===== src/rtl/tft_tg_pkg.sv =====
package tft_tg_pkg;

    // Start-up stages of the strobe generator.
    typedef enum logic [1:0] {
        SEQ_OFF   = 2'd0,
        SEQ_REV   = 2'd1,
        SEQ_LATCH = 2'd2,
        SEQ_ALL   = 2'd3
    } seq_t;

    // The latch joins once the reversal count is above this value.
    localparam int unsigned REV_GATE   = 11;
    // The remaining strobes join once the latch count reaches this value.
    localparam int unsigned LATCH_GATE = 3;

    localparam int unsigned NSTROBE    = 5;
    localparam int unsigned IDX_REV    = 0;
    localparam int unsigned IDX_LATCH  = 1;
    localparam int unsigned IDX_SAMPLE = 2;
    localparam int unsigned IDX_FRAME  = 3;
    localparam int unsigned IDX_WIN    = 4;

endpackage


===== src/rtl/tft_strobe_timer.sv =====
module tft_strobe_timer #(
    parameter int unsigned CW         = 19,
    parameter bit          ACTIVE_LOW = 1'b0
) (
    input  logic          clk,
    input  logic          rst_n,
    input  logic          run,
    input  logic [CW-1:0] period,
    input  logic [CW-1:0] width,
    output logic          pulse
);

    typedef struct packed {
        logic          on;
        logic [CW-1:0] cnt;
        logic          pulse;
    } tmr_t;

    tmr_t r_q, r_d;
    logic hit;

    always_comb begin
        r_d    = r_q;
        r_d.on = run;
        if (!run || !r_q.on) begin
            r_d.cnt = '0;
        end else if (r_q.cnt + CW'(1) >= period) begin
            r_d.cnt = '0;
        end else begin
            r_d.cnt = r_q.cnt + CW'(1);
        end
        hit       = run && (r_d.cnt < width);
        r_d.pulse = ACTIVE_LOW ? !hit : hit;
    end

    always_ff @(posedge clk or negedge rst_n) begin
        if (!rst_n) begin
            r_q.on    <= 1'b0;
            r_q.cnt   <= '0;
            r_q.pulse <= ACTIVE_LOW;
        end else begin
            r_q <= r_d;
        end
    end

    assign pulse = r_q.pulse;

endmodule


===== src/rtl/tft_start_seq.sv =====
module tft_start_seq
    import tft_tg_pkg::*;
(
    input  logic clk,
    input  logic rst_n,
    input  logic en,
    output logic run_rev,
    output logic run_latch,
    output logic run_grp
);

    localparam int unsigned DW = $clog2(REV_GATE + 2);

    typedef struct packed {
        seq_t          st;
        logic [DW-1:0] dwell;
    } seq_state_t;

    seq_state_t s_q, s_d;

    // The dwell counter mirrors the count of the strobe that gates the next
    // stage: it restarts at zero on the same edge as that strobe's counter.
    always_comb begin
        s_d = s_q;
        if (!en) begin
            s_d.st    = SEQ_OFF;
            s_d.dwell = '0;
        end else begin
            unique case (s_q.st)
                SEQ_OFF: begin
                    s_d.st    = SEQ_REV;
                    s_d.dwell = '0;
                end
                SEQ_REV: begin
                    if (s_q.dwell > DW'(REV_GATE)) begin
                        s_d.st    = SEQ_LATCH;
                        s_d.dwell = '0;
                    end else begin
                        s_d.dwell = s_q.dwell + DW'(1);
                    end
                end
                SEQ_LATCH: begin
                    if (s_q.dwell >= DW'(LATCH_GATE)) begin
                        s_d.st    = SEQ_ALL;
                        s_d.dwell = '0;
                    end else begin
                        s_d.dwell = s_q.dwell + DW'(1);
                    end
                end
                SEQ_ALL: begin
                    s_d.dwell = '0;
                end
                default: begin
                    s_d.st    = SEQ_OFF;
                    s_d.dwell = '0;
                end
            endcase
        end
        run_rev   = (s_d.st != SEQ_OFF);
        run_latch = (s_d.st == SEQ_LATCH) || (s_d.st == SEQ_ALL);
        run_grp   = (s_d.st == SEQ_ALL);
    end

    always_ff @(posedge clk or negedge rst_n) begin
        if (!rst_n) begin
            s_q.st    <= SEQ_OFF;
            s_q.dwell <= '0;
        end else begin
            s_q <= s_d;
        end
    end

endmodule


===== src/rtl/tft_ctrl_timing.sv =====
module tft_ctrl_timing
    import tft_tg_pkg::*;
#(
    parameter int unsigned LW        = 10,
    parameter int unsigned FW        = 9,
    parameter int unsigned VIS_COLS  = 240,
    parameter int unsigned WIN_EXTRA = 8
) (
    input  logic          clk,
    input  logic          rst_n,
    input  logic          en,
    input  logic [LW-1:0] line_clks,
    input  logic [FW-1:0] frame_lines,
    output logic          rev_o,
    output logic          latch_o,
    output logic          sample_o,
    output logic          frame_o,
    output logic          win_n_o
);

    localparam int unsigned CW    = LW + FW;
    localparam int unsigned WIN_W = VIS_COLS + WIN_EXTRA;

    logic                run_rev, run_latch, run_grp;
    logic [NSTROBE-1:0]  run_a;
    logic [NSTROBE-1:0]  pulse_a;
    logic [CW-1:0]       per_a [NSTROBE];
    logic [CW-1:0]       wid_a [NSTROBE];
    logic [CW-1:0]       line_w;
    logic [CW-1:0]       frame_w;

    tft_start_seq u_seq (
        .clk       (clk),
        .rst_n     (rst_n),
        .en        (en),
        .run_rev   (run_rev),
        .run_latch (run_latch),
        .run_grp   (run_grp)
    );

    always_comb begin
        line_w  = CW'(line_clks);
        frame_w = CW'(line_clks) * CW'(frame_lines);

        per_a[IDX_REV]    = line_w << 1;
        wid_a[IDX_REV]    = line_w;
        per_a[IDX_LATCH]  = line_w;
        wid_a[IDX_LATCH]  = CW'(1);
        per_a[IDX_SAMPLE] = line_w;
        wid_a[IDX_SAMPLE] = CW'(1);
        per_a[IDX_FRAME]  = frame_w;
        wid_a[IDX_FRAME]  = line_w << 1;
        per_a[IDX_WIN]    = line_w;
        wid_a[IDX_WIN]    = CW'(WIN_W);

        run_a             = '0;
        run_a[IDX_REV]    = run_rev;
        run_a[IDX_LATCH]  = run_latch;
        run_a[IDX_SAMPLE] = run_grp;
        run_a[IDX_FRAME]  = run_grp;
        run_a[IDX_WIN]    = run_grp;
    end

    for (genvar i = 0; i < NSTROBE; i++) begin : g_tmr
        tft_strobe_timer #(
            .CW         (CW),
            .ACTIVE_LOW (i == IDX_WIN)
        ) u_tmr (
            .clk    (clk),
            .rst_n  (rst_n),
            .run    (run_a[i]),
            .period (per_a[i]),
            .width  (wid_a[i]),
            .pulse  (pulse_a[i])
        );
    end

    assign rev_o    = pulse_a[IDX_REV];
    assign latch_o  = pulse_a[IDX_LATCH];
    assign sample_o = pulse_a[IDX_SAMPLE];
    assign frame_o  = pulse_a[IDX_FRAME];
    assign win_n_o  = pulse_a[IDX_WIN];

endmodule


===== config.mk =====
export PLATFORM = sky130hd
export DESIGN_NAME = tft_ctrl_timing
export DESIGN_NICKNAME = d
export VERILOG_FILES = /design/src/rtl/tft_tg_pkg.sv /design/src/rtl/tft_strobe_timer.sv /design/src/rtl/tft_start_seq.sv /design/src/rtl/tft_ctrl_timing.sv
export SDC_FILE = /design/constraint.sdc
export NUM_CORES = 1
export LEC_CHECK = 0
export ABC_AREA = 1
export BUFFER_PORTS_ARGS = -buffer_cell sky130_fd_sc_hd__buf_2
export CAP_MARGIN = 25
export CORE_ASPECT_RATIO = 0.5
export CORE_UTILIZATION = 65
export CTS_CLUSTER_DIAMETER = 200
export CTS_CLUSTER_SIZE = 12
export DETAILED_ROUTE_END_ITERATION = 16
export PLACE_DENSITY = 0.83
export SYNTH_ARGS = -nofsm -noshare
export SYNTH_HDL_FRONTEND = slang
export SYNTH_SLANG_ARGS = --single-unit

===== constraint.sdc =====
create_clock -name clk -period 4.2 [get_ports clk]
set_input_delay 0.84 -clock clk [delete_from_list [all_inputs] [get_ports clk]]
set_output_delay 0.84 -clock clk [all_outputs]
set_load 0.01 [all_outputs]

# ---- Word level (Yosys, flattened, before mapping)
# Index checks and enable logic that the tools add are counted.
dict set report word_totals {
  ff_bits 109
  input_bits 22
  out_inout_bits 5
  wordCells 75
}
dict set report op_classes {
  add_sub_neg 6
  mul 1
  n_lt_le_gt_ge 12
  eq_ne 5
  n_mux 17
  n_reduce_logical 19
}
# op n
set ops {}
lappend ops {{$mux 19} 10}
lappend ops {{$add 19x1->19 const B} 5}
lappend ops {{$ge 19x10->1} 3}
lappend ops {{$lt 19x1->1 const B} 2}
lappend ops {{$ge 19x11->1} 1}
lappend ops {{$ge 19x19->1} 1}
lappend ops {{$lt 19x10->1} 1}
lappend ops {{$lt 19x11->1} 1}
lappend ops {{$lt 19x8->1 const B} 1}
lappend ops {{$mul 10x9->19} 1}
lappend ops {{$pmux 4 s3} 1}
lappend ops {{$eq 2x2->1 const B} 4}
lappend ops {{$mux 4} 2}
lappend ops {{$logic_not 1->1} 7}
lappend ops {{$mux 6} 1}
lappend ops {{$pmux 2 s3} 1}
lappend ops {{$logic_and 1x1->1} 5}
lappend ops {{$add 4x1->4 const B} 1}
lappend ops {{$ge 4x2->1 const B} 1}
lappend ops {{$gt 4x4->1 const B} 1}
lappend ops {{$logic_or 1x1->1} 4}
lappend ops {{$mux 2} 2}
lappend ops {{$eq 2x1->1 const B} 1}
lappend ops {{$logic_not 2->1} 1}
lappend ops {{other kinds (2)} 2}

# ---- Depth between registers and ports, before layout
# Gate-level depths: netlist of run 1.
dict set report depth {
  word_depth 11
  depth_mapped 38
  mapped_depth_nobuf 36
}

# ---- By module
# A second synthesis of run 1 with hierarchy kept.
dict set report hier_totals {
  cells_unflattened 2033
  area_unflattened_um2 14114.8
}
# mod n_inst cells_per_inst area_per_inst_um2 seq_area_each_um2
set by_module_without_submodules {}
lappend by_module_without_submodules {{tft_strobe_timer at g_tmr[2].u_tmr ...} 2 304 2108.3 525.5}
lappend by_module_without_submodules {tft_ctrl_timing 1 483 3185.6 0.0}
lappend by_module_without_submodules {{tft_strobe_timer at g_tmr[1].u_tmr} 1 302 2153.3 525.5}
lappend by_module_without_submodules {{tft_strobe_timer at g_tmr[4].u_tmr} 1 307 2142.1 526.8}
lappend by_module_without_submodules {{tft_strobe_timer at g_tmr[0].u_tmr} 1 297 2103.3 525.5}
lappend by_module_without_submodules {tft_start_seq 1 36 314.1 150.1}

# ---- Worst setup path after synthesis of run 1
# OpenSTA, ideal clock, no wires.
dict set report synth_timing {
  kind {in2reg}
  start {in frame_lines[7]}
  end {reg, netlist name g_tmr[3].u_tmr.pulse}
  setup_ns 0.071
  arrival_time_ns 7.068
  required_ns 4.129
  setup_slack_ns -2.939
  stages 36
  path_buffers 2
  cell_sequence {clkbuf_1 -> nand2_1 -> inv_1 -> fa_1 -> fa_1 -> fa_1 -> inv_1 -> fa_1 -> inv_1 -> ha_1 -> nand2_1 -> nor3_1 -> a21oi_1 -> o21ai_0 -> nand3_1 -> o21ai_0 -> xor2_1 -> ha_1 -> nand2_1 -> inv_1 -> nand3_1 -> inv_1 -> a21oi_1 -> nand4_1 -> nor2_1 -> inv_2 -> buf_2 -> nor2_1 -> ha_1 -> a21oi_1 -> o21ai_0 -> a2111oi_0 -> nand2_1 -> nor2_1 -> nand2_1 -> nor2_1}
}
# element line_no
set synth_lines {}
lappend synth_lines {{start: declaration} tft_ctrl_timing.sv:13} ;# input logic [FW-1:0] frame_lines,

==> results of run 1 <==
==> logic make-up (layout without fill, tap and decap cells) <==
logic type / Yosys count / count (layout) / synth area share
fa+ha+maj: 179 / 179 / 0.248
simple gates: 695 / 695 / 0.287
flops: 109 / 109 / 0.253
other cells: 1 / 35 / 0.000348
xor+xnor: 59 / 59 / 0.0480
buf+inv: 313 / 438 / 0.109
compound gates: 102 / 102 / 0.0543
==> worst max path at each step <==
stage / end / depth (start not counted)
finish: g_tmr[3].u_tmr.pulse / 36
global placement: g_tmr[3].u_tmr.pulse / 33
floorplan: g_tmr[3].u_tmr.pulse / 36
global route: g_tmr[3].u_tmr.pulse / 37
CTS: g_tmr[3].u_tmr.pulse / 33
detailed placement: g_tmr[3].u_tmr.pulse / 33
==> power groups by stage <==
stage	clock network [W]	logic [W]	registers (W)
2_1_floorplan	0	0.00155	0.00110
3_3_place_gp	0	0.00220	0.00110
3_5_place_dp	0	0.00228	0.00111
4_1_cts	0.000974	0.00246	0.00109
5_1_grt	0.00102	0.00312	0.00109
6_report	0.000972	0.00285	0.00109
==> area by class of cell <==
cell class                      count  area (um2)  area share
Clock buffer                       13         280      0.0214
Clock inverter                      3        65.1     0.00497
Inverter                          291        1100      0.0842
Multi-Input combinational cell   1070        7560       0.577
Sequential cell                   109        2730       0.209
Tap cell                          221         277      0.0211
Timing Repair Buffer              130        1070      0.0817
Timing Repair inverter              1        7.51    0.000574
==> stage by stage <==
stage | hold slack, ns | cell area (um2) | power, W | setup slack [ns] | instances
after floorplan | 0.431 | 11200 | 0.00266 | -2.40 | 1492
after global placement | 0.442 | 12000 | 0.00330 | -2.67 | 1794
after detailed placement | 0.456 | 12000 | 0.00338 | -2.89 | 1794
after CTS | 0.442 | 12800 | 0.00452 | -2.36 | 1833
after global routing | 0.469 | 13100 | 0.00523 | -3.20 | 1838
final | 0.426 | 13100 | 0.00491 | -2.92 | 1838
==> registers in the layout (all words and copies together) (netlist names) <==
signal and count:
u_seq.s_q 6, g_tmr.u_tmr.pulse 5, g_tmr.u_tmr.r_q 98
==> worst reg2reg max path, cell delays in order, from the launching register on <==
cell and delay [ns]:
dfrtp_1 0.45, ha_1 0.22, nand2_1 0.11, nor2_1 0.17, nand2_1 0.11, nor2_1 0.15
inv_1 0.07, nor2_1 0.16, nand3_1 0.11, xor2_1 0.36, inv_1 0.10, ha_1 0.34
a21oi_1 0.18, o21ai_1 0.10, a21oi_2 0.14, nand4_1 0.17, buf_4 0.20, nor2_4 0.20
clkinv_4 0.16, nor2_4 0.17, ha_4 0.23, a21oi_2 0.14, o21ai_1 0.14, a2111oi_4 0.32
nand2_1 0.12, nor2_1 0.17, nand2_1 0.08, nor2_1 0.11
==> layer usage <==
layer,track usage,up-vias,part of all wire
met4,0.134,0,0.046
met1,0.395,4831,0.39
li1,-,4777,-
met5,0,-,0
met2,0.624,471,0.49
met3,0.0506,141,0.072
==> what timing repair did <==
item                                    4_1_cts  5_1_grt
setup buffers                                23       10
hold buffers                                  0        0
gates resized for setup                      76       78
endpoints found under the setup margin       20       21
gates cloned                                  1        0
pin swaps                                    41       52
==> placed cells by master (no fill, tap or decap), types with 41 or more instances in the layout <==
master	n
nand2_1	351
inv_1	264
nor2_1	136
dfrtp_1	108
ha_1	107
buf_4	98
nand3_1	53
fa_1	49
xor2_1	41
==> impl_metrics.env, run 1 <==
export IMPL_worst_path_largest_cell_delay_ns=0.56
export IMPL_yosys_warnings=0
export IMPL_layout_min_cycle_time_ns=7.12
export IMPL_swShare=0.391
export IMPL_r2r_slack_ns=-0.86
export IMPL_period_share=1.70
export IMPL_drive_above_1_share=0.199
export IMPL_synth_cell_types=47
export IMPL_routabilityCongestion=0.931
export IMPL_cp_top_family="adder cells"
export IMPL_cts_sinks=109
export IMPL_clock_tree_root_cell="clkbuf_16"
export IMPL_ys_ff_latch=109
export IMPL_vdd_drop_max_mv=0.310
export IMPL_dpl_hpwl_mm=20.5
export IMPL_final_antenna_net_count=0
export IMPL_nFillCells=966
export IMPL_post_drt_wl_per_cell_um=16.0
export IMPL_grt_pass1_vias=10165
export IMPL_synthTopCellsByCount="nand2_1, inv_1, nor2_1"
export IMPL_pin_count=27
export IMPL_setup_viol=21
export IMPL_synth_edff_count=0
export IMPL_synth_ff_type="dfrtp_1"
export IMPL_combPwrFrac=0.581
export IMPL_leakagePower_nw=7.15
export IMPL_ys_seq_area_frac=0.253
export IMPL_grt_max_degree=39
export IMPL_rows=32
export IMPL_pwr_share_clk=0.198
export IMPL_max_cap_viol_count=0
export IMPL_cp_end_kind="register"
export IMPL_via_count=10220
export IMPL_fp_dieH_um=93.1
export IMPL_die_area_um2=17100
export IMPL_syn_area_um2=10800
export IMPL_status="complete, but fails checks"
export IMPL_hold_viol=0
export IMPL_cts_buffers_inserted=9
export IMPL_grtUsageTotal=0.337
export IMPL_drtIter0Drc=681
export IMPL_arrival_ns=7.41
export IMPL_clk_pin_slew_ns=0.07
export IMPL_drt_pass1_iterations=6
export IMPL_synth_top_area_share=0.251
export IMPL_cts_buffer_depth=2
export IMPL_fin_tns_setup_ns=-37.24
export IMPL_portBuffers=26
export IMPL_drc=0
export IMPL_core_um2=15800
export IMPL_fin_skew_ns=0.0101
export IMPL_clkLatencyLatePin_ns=0.36
export IMPL_crit_path_frequent_cell="inv_2"
export IMPL_cp_start_kind="primary input"
export IMPL_path_class="primary input to register"
export IMPL_viasPerCell=5.56
export IMPL_synth_largest_area_cell="dfrtp_1"
export IMPL_setup_worst_path_start="line_clks[2]"
export IMPL_path_buf_inv=8
export IMPL_worstReg2RegStart="g_tmr[3].u_tmr.r_q[1]"
export IMPL_grt_setup_unrepaired="yes"
export IMPL_relSlewSlack=0.666
export IMPL_routed_wl_mm=29.4
export IMPL_required_ns=4.48
export IMPL_chipWidth_um=184
export IMPL_initial_core_util=0.681
export IMPL_area_growth_pct=21.4
export IMPL_holdCritPathClass="primary input to async pin"
export IMPL_p_int_w=0.00299
export IMPL_max_freq_ghz=0.140
export IMPL_cp_max_fo=7
export IMPL_synthCells=1458
export IMPL_rr_worst_depth=27
export IMPL_async_flop_share=1.00
export IMPL_n_antenna_cell=0
export IMPL_synth_avg_cell_area_um2=7.39
export IMPL_fin_util=0.828
export IMPL_nets=1813
export IMPL_cts_tree="yes"
export IMPL_worst_slack_ns=-2.92
export IMPL_grt_pass1_wl_mm=45.4
export IMPL_r2r_end="g_tmr[3].u_tmr.pulse"
export IMPL_slowest_stage="fa_1"
export IMPL_seq_power_share=0.221
export IMPL_power_density_nw_per_um2=375
export IMPL_grt_overflow=0
export IMPL_antenna_found_initial=0
export IMPL_worstMarginPinSlew_ns=0.501
export IMPL_htreeDepth=3
export IMPL_violations="setup timing"
export IMPL_finalMaxSlewViolations=0
export IMPL_p_switching_w=0.00192
export IMPL_synth_most_common_cell="nand2_1"
export IMPL_synth_area_leaders="dfrtp_1, ha_1, nand2_1"
Power figures use the tool's default switching activity.
==> run 2, diff against run 1 <==
- SKIP_CTS_REPAIR_TIMING: unset -> 1
==> impl_metrics.env, run 2 (synthesis gave the netlist of run 1 again) <==
export IMPL_rows=32
export IMPL_worst_slack_ns=-2.67
export IMPL_cp_max_fo=7
export IMPL_grtUsageTotal=0.319
export IMPL_vdd_drop_max_mv=0.308
export IMPL_status="complete, but fails checks"
export IMPL_combPwrFrac=0.561
export IMPL_clkLatencyLatePin_ns=0.36
export IMPL_p_int_w=0.00291
export IMPL_pwr_share_clk=0.207
export IMPL_clock_tree_root_cell="clkbuf_16"
export IMPL_setup_viol=20
export IMPL_slowest_stage="fa_1"
export IMPL_cts_buffers_inserted=9
export IMPL_largestRegisters="g_tmr.u_tmr.r_q x98, u_seq.s_q x6, g_tmr.u_tmr.pulse x5"
export IMPL_die_area_um2=17100
export IMPL_nets=1801
export IMPL_drc=0
export IMPL_seqCellArea_um2=2730
export IMPL_dp_cells=1794
export IMPL_period_share=1.64
export IMPL_nFillCells=1060
export IMPL_clk_pin_slew_ns=0.07
export IMPL_arrival_ns=7.15
export IMPL_drive_above_1_share=0.182
export IMPL_seq_power_share=0.232
export IMPL_grt_pass1_wl_mm=43.3
export IMPL_cts_sinks=109
export IMPL_p_switching_w=0.00177
export IMPL_holdCritPathClass="primary input to async pin"
export IMPL_grt_max_degree=39
export IMPL_layout_min_cycle_time_ns=6.87
export IMPL_max_cap_viol_count=0
export IMPL_crit_path_frequent_cell="fa_1"
export IMPL_antenna_found_initial=0
export IMPL_area_growth_pct=18.7
export IMPL_grt_overflow=0
export IMPL_via_count=9777
export IMPL_hold_viol=0
export IMPL_dpl_hpwl_mm=20.5
export IMPL_grt_setup_unrepaired="yes"
export IMPL_fp_dieH_um=93.1
export IMPL_pin_count=27
export IMPL_routed_wl_mm=26.3
export IMPL_max_freq_ghz=0.146
export IMPL_grt_pass1_vias=9889
export IMPL_mostFrequentLayoutCell="nand2_1"
export IMPL_multi_input_area_um2=7420
export IMPL_final_cells=1826
export IMPL_violations="setup timing"
export IMPL_fin_tns_setup_ns=-31.37
export IMPL_cp_end_kind="register"
export IMPL_core_um2=15800
export IMPL_initial_core_util=0.681
export IMPL_final_antenna_net_count=0
export IMPL_cts_buffer_depth=2
export IMPL_largest_reg_flops=98
export IMPL_post_drt_wl_per_cell_um=14.4
export IMPL_worst_path_largest_cell_delay_ns=0.61
export IMPL_regMostFlops="g_tmr.u_tmr.r_q"
export IMPL_cp_start_kind="primary input"
export IMPL_drt_pass1_iterations=5
export IMPL_drtIter0Drc=613
export IMPL_finalMaxSlewViolations=0
export IMPL_swShare=0.378
export IMPL_n_antenna_cell=0
export IMPL_htreeDepth=3
export IMPL_portBuffers=26
export IMPL_leakagePower_nw=7.06
export IMPL_chipWidth_um=184
export IMPL_viasPerCell=5.35
export IMPL_power_density_nw_per_um2=366
export IMPL_cts_tree="yes"
export IMPL_path_class="primary input to register"
export IMPL_routabilityCongestion=0.931
export IMPL_fin_skew_ns=0.00980
export IMPL_required_ns=4.49
export IMPL_layout_cells_most_common_list="nand2_1, inv_1, nor2_1, ha_1, dfrtp_1"
[run 2: power groups by stage]
stage,combinational (W),sequential [W],clock [W]
4_1_cts,0.00230,0.00109,0.000974
5_1_grt,0.00292,0.00109,0.00101
6_report,0.00263,0.00109,0.000969
3_5_place_dp,0.00228,0.00111,0
2_1_floorplan,0.00155,0.00110,0
3_3_place_gp,0.00220,0.00110,0
[run 2: final cells by class]
type / count / share of cell area
clock buffer: 13 / 0.0219
inverter: 291 / 0.0858
multi-input combinational: 1070 / 0.580
clock inverter: 3 / 0.00509
timing repair inverter: 1 / 0.000489
tap: 221 / 0.0216
sequential: 109 / 0.213
timing repair buffer: 118 / 0.0720
[run 2: metrics by stage]
stage	area (um2)	setup WS (ns)	utilization	total power (W)	hold WS [ns]
5_1_grt	12800	-2.95	0.809	0.00502	0.464
4_1_cts	12300	-2.61	0.780	0.00436	0.442
6_report	12800	-2.67	0.809	0.00468	0.421
3_5_place_dp	12000	-2.89	0.758	0.00338	0.456
3_3_place_gp	12000	-2.67	0.758	0.00330	0.442
2_1_floorplan	11200	-2.40	-	0.00266	0.431
[run 2: metal layers]
| metal | up-vias | global-route usage | routed length, um |
|---|---|---|---|
| met1 | 4628 | 0.380 | 10900 |
| met4 | 0 | 0.117 | 733 |
| met2 | 322 | 0.586 | 13200 |
| met3 | 71 | 0.0498 | 1560 |
| met5 | - | 0 | 0 |
| li1 | 4756 | - | - |
[run 2: worst paths after layout]
check / slack, ns / startpoint / depth (start not counted) / to
worst min register to register: 0.46 / u_seq.s_q[0] / 1 / u_seq.s_q[0]
worst max-delay path: -2.67 / line_clks[7] / 33 / g_tmr[3].u_tmr.pulse
min in group clk: 0.46 / u_seq.s_q[0] / 1 / u_seq.s_q[0]
worst max register to register: -0.49 / g_tmr[3].u_tmr.r_q[1] / 26 / g_tmr[3].u_tmr.pulse
max in group asynchronous: 2.91 / rst_n / 2 / g_tmr[3].u_tmr.r_q[3]
worst min-delay path: 0.42 / rst_n / 1 / g_tmr[1].u_tmr.r_q[10]
[run 2: critical path: cells and delay by family]
family          cells  cell delay, ns
compound gates      9            1.31
fa+ha+maj           7            2.97
simple gates       12            1.51
xor+xnor            1            0.14
buf+inv             4            0.36
